$ cat src/rtl/seqgen_pkg.sv
package seqgen_pkg;
  localparam int WORD_W  = 4;
  localparam int N_WORDS = 4;

  typedef logic [WORD_W-1:0] word_t;

  localparam word_t START_WORD = 4'b0001;
  localparam word_t RING_WORDS [N_WORDS] = '{4'b0001, 4'b0011, 4'b1100, 4'b1000};

  // strobes from control to datapath
  typedef struct packed {
    logic loadStart;
    logic advance;
  } ctrl_t;
endpackage

$ cat src/rtl/seqgen_ctrl.sv
module seqgen_ctrl
  import seqgen_pkg::*;
(
  input  logic  rst,
  input  logic  en,
  input  word_t curWord,
  output ctrl_t ctrl
);
  logic [N_WORDS-1:0] matchVec;
  logic               isLegal;

  for (genvar g = 0; g < N_WORDS; g++) begin : g_match
    assign matchVec[g] = (curWord == RING_WORDS[g]);
  end

  assign isLegal = |matchVec;

  always_comb begin
    ctrl.loadStart = rst | ~isLegal;
    ctrl.advance   = en & ~ctrl.loadStart;
  end
endmodule

$ cat src/rtl/seqgen_datapath.sv
module seqgen_datapath
  import seqgen_pkg::*;
(
  input  logic  clk,
  input  ctrl_t ctrl,
  output word_t curWord
);
  word_t stateQ;
  word_t nextWord;

  // next-state equations for the output-coded ring
  always_comb begin
    nextWord[3] = stateQ[1] | stateQ[2];
    nextWord[2] = stateQ[1];
    nextWord[1] = ~stateQ[1] & stateQ[0];
    nextWord[0] = (~stateQ[1] & stateQ[0]) | (stateQ[3] & ~stateQ[2]);
  end

  always_ff @(posedge clk) begin
    if (ctrl.loadStart)
      stateQ <= START_WORD;
    else if (ctrl.advance)
      stateQ <= nextWord;
  end

  assign curWord = stateQ;
endmodule

$ cat src/rtl/seqgen_top.sv
module seqgen_top
  import seqgen_pkg::*;
(
  input  logic       clk,
  input  logic       rst,
  input  logic       en,
  output logic [3:0] wxyz
);
  ctrl_t ctrl;
  word_t curWord;

  seqgen_ctrl ctrl_i (
    .rst    (rst),
    .en     (en),
    .curWord(curWord),
    .ctrl   (ctrl)
  );

  seqgen_datapath dpath_i (
    .clk    (clk),
    .ctrl   (ctrl),
    .curWord(curWord)
  );

  assign wxyz = curWord;
endmodule

$ cat config.mk
export PLATFORM = sky130hd
export DESIGN_NAME = seqgen_top
export DESIGN_NICKNAME = d
export VERILOG_FILES = /design/src/rtl/seqgen_pkg.sv /design/src/rtl/seqgen_ctrl.sv /design/src/rtl/seqgen_datapath.sv /design/src/rtl/seqgen_top.sv
export SDC_FILE = /design/constraint.sdc
export NUM_CORES = 1
export LEC_CHECK = 0
export BUFFER_PORTS_ARGS = -buffer_cell sky130_fd_sc_hd__buf_2
export CORE_AREA = 3 3 40 42
export CTS_CLUSTER_SIZE = 40
export DETAILED_ROUTE_END_ITERATION = 7
export DIE_AREA = 0 0 43 45
export GPL_ROUTABILITY_DRIVEN = 0
export PLACE_DENSITY = 0.31
export SLEW_MARGIN = 5
export SYNTH_ARGS = -nofsm -noshare
export SYNTH_HDL_FRONTEND = slang
export SYNTH_SLANG_ARGS = --single-unit
export TNS_END_PERCENT = 1
$ cat constraint.sdc
create_clock -name clk -period 1.8 [get_ports clk]
set_input_delay 0.18 -clock clk [delete_from_list [all_inputs] [get_ports clk]]
set_output_delay 0.18 -clock clk [all_outputs]
set_load 0.01 [all_outputs]
==> results by stage, run 1 <==
Status:
- The run finished with clean final reports.

Synthesis:
- The synthesized design contains 0 enable-type register cells.
- Synthesis produced a netlist whose cell count is 15.
- The netlist uses 11 different library cells.
- The synthesized area per cell is 11.3 um^2.
- Counting flops with an async set or reset pin after synthesis yields a share of 0%.
- The synthesis-stage register bit count is 4.
- The number of warnings issued by yosys is 0.
- The share of the Yosys chip area taken by registers is 47.4%.
- The post-synth net total is 18.
- The cell area that synthesis handed to floorplanning was around 170 um^2.
- The commonest cells after synthesis are sky130_fd_sc_hd__dfxtp_1 (4), sky130_fd_sc_hd__or3b_1 (2).
- For this run, the leading register cell type out of synthesis is sky130_fd_sc_hd__dfxtp_1.
- The most frequent cell after synthesis is sky130_fd_sc_hd__dfxtp_1.
- Sorting the synthesized cells by area gives the leading types as sky130_fd_sc_hd__dfxtp_1 (47%), sky130_fd_sc_hd__or3b_1 (10%), sky130_fd_sc_hd__or3b_4 (6.7%).
- The cell type with the largest total area after synthesis is sky130_fd_sc_hd__dfxtp_1.
- The share of Yosys cell area claimed by the top area cell type is 47.4%.

Route:
- The post-detailed-route DRC marker count is 0.
- The overall routed net length is 382 um.
- The iteration-0 DRC count of the detailed router is 3.
- Using the TritonRoute via totals, the vias-per-cell ratio works out to 4.18.
- The routed wire length per instance is between 10 and 15 um.
- In this run the remaining antenna-violating nets after routing total 0.
- The total via count after detailed routing is between 150 and 200.
- The number of iterations in the first detailed-routing pass is 2.

Floorplan:
- The die is about 45 um tall.
- The number of placement rows is 13.
- The core box area is about 1300 um^2.
- The full die area is 1940 um^2.
- The initial utilization of the core area, before any placement, comes to 13.1%.
- From left edge to right edge, the die measures between 40 and 50 um.
- The number of ports placed on the die boundary is 7.

STA:
- The clock period could shrink to around 1200 ps.
- Hold is met by 180 ps.
- Headroom to the max-slew limit came out at 87.0%.
- The post-route fraction of the period consumed by the critical path is 65.2%.
- The count of pins over their slew limit is 0.
- Setup violations remaining at the end of the flow were counted as 0.
- For the pin with the worst max-slew slack, the measured transition is 194 ps.
- The worst setup slack after layout is approximately 630 ps.
- Across the routed clock network, the largest skew measured is about 1.2 ps.
- The final number of hold-violating endpoints came to 0.
- Setup total negative slack on the finished layout was measured at 0 ps.
- For this run, the top clock speed supported by timing is 0.853 GHz.
- Setup repair after global routing left no endpoint under its margin.

Layout:
- The number of antenna cells inserted is 0.
- The layout has around 140 filler cells.
- The register with the most flip-flops in the layout has 4 of them.
- Summing all flip-flop and latch instances after layout gives around 80 um^2.
- The fraction of layout instances using a drive strength above 1 is 43.5%.
- At the end of the flow, the number of nets in the layout was 28.
- The footprint of the multi-input gates is around 81 um^2.
- The post-synthesis to final-layout area growth is 37.8%.

Placed design:
- The number of port buffers is 6.
- The minimum setup slack after placement is 637 ps.

GRT:
- Entering global routing, the biggest net connects 6 pins.
- The number of antenna violations at the first check in global routing is 0.
- The via count of the first global-routing pass is between 100 and 150.
- The wire length of the first global-routing pass is 579 um.
- The total grt overflow is 0.
- The overall global routing resource usage is 4.58%.

Setup path:
- The required arrival time at the worst endpoint is 1920 ps.
- The peak fanout along the critical path is 3.
- The type of destination of the critical path is a flip-flop.
- The worst register-to-register path begins at dpath_i.curWord[3]$_SDFFE_PP0P_.
- The kind of launch point of the worst setup path is a flip-flop.
- The arrival time of the worst setup path is around 1300 ps.
- The source of the critical timing path is dpath_i.curWord[3]$_SDFFE_PP0P_.
- The critical path in this run is classified as flip-flop to flip-flop.

Clocking:
- The clock passes through at most 2 buffers.
- For this design, the CTS-stage hold fixing added 0 buffers.
- The number of gates resized after cts is 0.
- Once the clock tree was built, the setup fixing pass inserted 0 buffers.
- The clock-pin slew on the worst setup and hold paths is 40 ps.
- The clock net in this run drives a total of 4 sinks.
- Counting the buffers created by CTS gives 3.
- CTS built an H-tree with a depth of 1.
- The clock reaches the later pin of the worst-skew pair after 230 ps.
- The root cell of the clock tree is sky130_fd_sc_hd__clkbuf_4.
- The TritonCTS clock tree is built.

Worst hold path:
- The tightest min-delay check is of the input pin to flip-flop type.
- The startpoint of the lowest-slack hold path is rst.

Pwr:
- The power per cell area is 1030 nW/um^2.
- The leakage component of the power is 0.0952 nW.
- The worst ir drop on vdd is 0.000276 V.

Job:
- The max capacitance violation total is 0.
==> power breakdown <==
part           internal [mW]  switching, mW  leakage (nW)
Combinational         0.0144         0.0149        0.0487
Sequential            0.0954        0.00579        0.0327
Clock                 0.0745         0.0356        0.0138
Total                  0.184         0.0563        0.0952
==> placed cells by master, fill, tap and decap left out, drive strengths merged <==
master and n:
buf 6, clkbuf 3, dfxtp 4, nand3b 1, nor2b 1, nor3 1, o22ai 1, o32a 1
o32ai 1, or3b 3, xnor2 1
==> kinds of logic after synthesis <==
logic type	share of synthesized area, %
buffers and inverters	4.45
AO/OA/AOI/OAI	14.8
AND/OR/NAND/NOR	28.2
flip-flops	47.4
XOR/XNOR	5.19
==> metrics by stage <==
step | power (mW) | instance area, um^2 | instances | utilization [%]
after floorplan | 0.123 | 169 | 15 | -
after global placement | 0.132 | 210 | 35 | 16.4
after detailed placement | 0.131 | 210 | 35 | 16.4
after CTS | 0.247 | 233 | 38 | 18.1
after global routing | 0.251 | 233 | 38 | 18.1
final | 0.241 | 233 | 38 | 18.1
==> final cells by class <==
| cell class | count | share of cell area [%] |
|---|---|---|
| well taps | 15 | 8.06 |
| flip-flops and latches | 4 | 34.4 |
| multi-input cells | 10 | 34.9 |
| clock buffers | 3 | 9.68 |
| repair buffers | 6 | 12.9 |
==> routing by layer <==
metal / up-vias / share of wire [%] / global-route usage (%)
met5: - / 0 / 0
met1: 77 / 48 / 4.83
met4: 0 / 4.2 / 5.42
met2: 7 / 37 / 5.69
met3: 2 / 10 / 2.79
li1: 73 / - / -
==> critical path, cell delays in order, from the launching register on <==
cell and delay, ps:
sky130_fd_sc_hd__dfxtp_1 340, sky130_fd_sc_hd__or3b_4 400, sky130_fd_sc_hd__o32a_1 330
==> final timing paths <==
| kind | to | slack (ps) | cells past startpoint |
|---|---|---|---|
| worst max-delay path | dpath_i.curWord[0]$_SDFFE_PP1P_ | 630 | 2 |
| worst min-delay path | dpath_i.curWord[1]$_SDFFE_PP0P_ | 180 | 2 |
| worst max register to register | dpath_i.curWord[0]$_SDFFE_PP1P_ | 630 | 2 |
| worst min register to register | dpath_i.curWord[1]$_SDFFE_PP0P_ | 580 | 2 |
Power figures use the tool's default switching activity.
==> run 2: changes to the inputs <==
==> constraint.sdc (replaced) <==
create_clock -name clk -period 1 [get_ports clk]
set_input_delay 0.1 -clock clk [delete_from_list [all_inputs] [get_ports clk]]
set_output_delay 0.1 -clock clk [all_outputs]
set_load 0.01 [all_outputs]
==> results by stage, run 2 (synthesis results as in run 1) <==
Layout:
- The number of nets in the finished design is 30.
- The filler-free cell count of the finished design is 40.
- The number of inserted filler cells in the final layout is 151.
- Registers take 82.6 um^2.
- Leaving out fill and tap cells, the most frequent cells in the layout are sky130_fd_sc_hd__buf_2 (6), sky130_fd_sc_hd__clkbuf_4 (3).
- The register with the most flip-flops in the layout has 4 of them.
- The leading cell type in the layout, fill and taps excluded is sky130_fd_sc_hd__buf_2.
- Compared with the post-synthesis result, the final layout area differs by 52.6%.
- The fraction of layout instances using a drive strength above 1 is roughly 64%.
- Summing all multi-input logic gate instances after layout gives about 90 um^2.
- 0 antenna diodes ended up in the layout.

GRT:
- The via count of the first global-routing pass is 156.
- The first global-routing pass estimated 634 um of wire.
- The number of antenna violations at the first check in global routing is 0.
- Entering global routing, the biggest net connects 6 pins.
- The total grt overflow is 0.
- In the global route stage, overall resource usage came out at 5.00%.

Route:
- Using the TritonRoute via totals, the vias-per-cell ratio works out to 3.88.
- The detailed router placed 155 vias in this run.
- For this run, the detailed router's first-pass iteration total came to 1.
- The post-detailed-route DRC marker count is 0.
- The routed wire length per instance is a little over 10 um.
- The residual antenna-violating net count after detailed routing is 0.
- The iteration-0 DRC count of the detailed router is 0.
- The overall routed net length is 402 um.

Pwr:
- Across the VDD grid, the largest voltage drop is just over 0.0005 V.
- Power spread over the standard cell area amounts to 1740 nW/um^2.
- The power consumption is 449 uW.
- The leakage component of the power is 0.104 nW.

Setup path:
- The arrival time of the worst setup path is 1230 ps.
- The critical path in this run is classified as flip-flop to flip-flop.
- The type of destination of the critical path is a flip-flop.
- The peak fanout along the critical path is 3.
- The kind of launch point of the worst setup path is a flip-flop.
- At the worst endpoint, the required time is 1110 ps.

Clocking:
- The number of post-CTS setup repair buffers is 0.
- TritonCTS built the clock tree.
- For this design, the sink count on the clock tree is 4.
- The H-tree depth is 1.
- The clock-pin slew on the worst setup and hold paths is 40 ps.
- The number of buffers inserted during clock tree synthesis is 3.
- For this design, the CTS-stage hold fixing added 0 buffers.
- At the later pin of the worst-skew pair, clock insertion delay measures around 230 ps.
- The maximum number of buffers from clock root to sink is 2.
- Clock tree synthesis selected as its root buffer the cell sky130_fd_sc_hd__clkbuf_4.

STA:
- The headroom to the max-slew limit is 85.6%.
- The clock arrives with 0.569 ps of skew.
- The post-route fraction of the period consumed by the critical path is 111%.
- The count of pins over their slew limit was 0.
- The total negative slack is -198 ps.
- For this run, the top clock speed supported by timing is 0.898 GHz.
- For the pin with the worst max-slew slack, the measured transition is 215 ps.
- The number of setup violations in the final report is 3.
- The hold slack is 91.6 ps.
- The smallest clock period supported by the final layout is computed as about 1100 ps.
- After layout, the worst setup slack is -113 ps.
- Setup repair after global routing could not meet its margin everywhere.
- The final number of hold-violating endpoints is 0.

Status:
- The final reports fail on negative setup slack.
- The flow ran to the end, but the final reports show violations.

Floorplan:
- The width of the die is 43 um.
- The die covers 1940 um^2.
- The initialized floorplan defines 13 standard-cell rows.
- The die height is ~45 um.
- The number of ports placed on the die boundary is 7.
- Once the floorplan was initialized, standard cells occupied 13.1% of the core.
- The core box area is 1280 um^2.

Placed design:
- During placement, the flow inserted port buffers numbering 6.
- Including well taps, the total number of placed cells is 37.
- The minimum setup slack after placement is -157 ps.

Worst hold path:
- The worst hold-check path type is input pin to flip-flop.

Job:
- The max capacitance violation total is 0.
==> run 2: report_power, final <==
| part | internal, mW | total, mW | switching, mW |
|---|---|---|---|
| Sequential | 0.172 | 0.180 | 0.00712 |
| Clock | 0.134 | 0.196 | 0.0618 |
| Combinational | 0.0397 | 0.0741 | 0.0343 |
==> run 2: area by class of cell <==
class                           count  area share [%]
Sequential cell                     4            32.0
Timing Repair Buffer                8            17.5
Multi-Input combinational cell     10            34.5
Tap cell                           15            7.28
Clock buffer                        3            8.74
==> run 2: path summary, 6_finish.rpt <==
kind,from,end,slack [ps],depth (start not counted)
max,dpath_i.curWord[1]$_SDFFE_PP0P_,dpath_i.curWord[0]$_SDFFE_PP1P_,-110,2
min,rst,dpath_i.curWord[1]$_SDFFE_PP0P_,90,2
max reg2reg,dpath_i.curWord[1]$_SDFFE_PP0P_,dpath_i.curWord[0]$_SDFFE_PP1P_,-110,2
min reg2reg,dpath_i.curWord[3]$_SDFFE_PP0P_,dpath_i.curWord[1]$_SDFFE_PP0P_,560,2
==> run 2: repair_timing <==
action / 4_1_cts / 5_1_grt
setup endpoints to repair: 4 / 4
resized for setup: 1 / 1
pin swaps: 2 / 0
==> run 2: through the flow <==
stage,area [um^2],util (%)
after global routing,258,20.1
after global placement,228,17.7
final,258,20.1
after floorplan,171,-
after CTS,255,19.9
after detailed placement,228,17.7
==> run 2: per-layer routing <==
layer	GRT usage, %	share of wire [%]
met5	0	0
met4	9.04	0
met3	1.99	7.2
met2	5.99	49
met1	4.82	44
==> run 2: critical path, stage by stage (launching register included) <==
cell and delay, ps:
sky130_fd_sc_hd__dfxtp_1 310, sky130_fd_sc_hd__or3b_4 400, sky130_fd_sc_hd__o32a_1 290
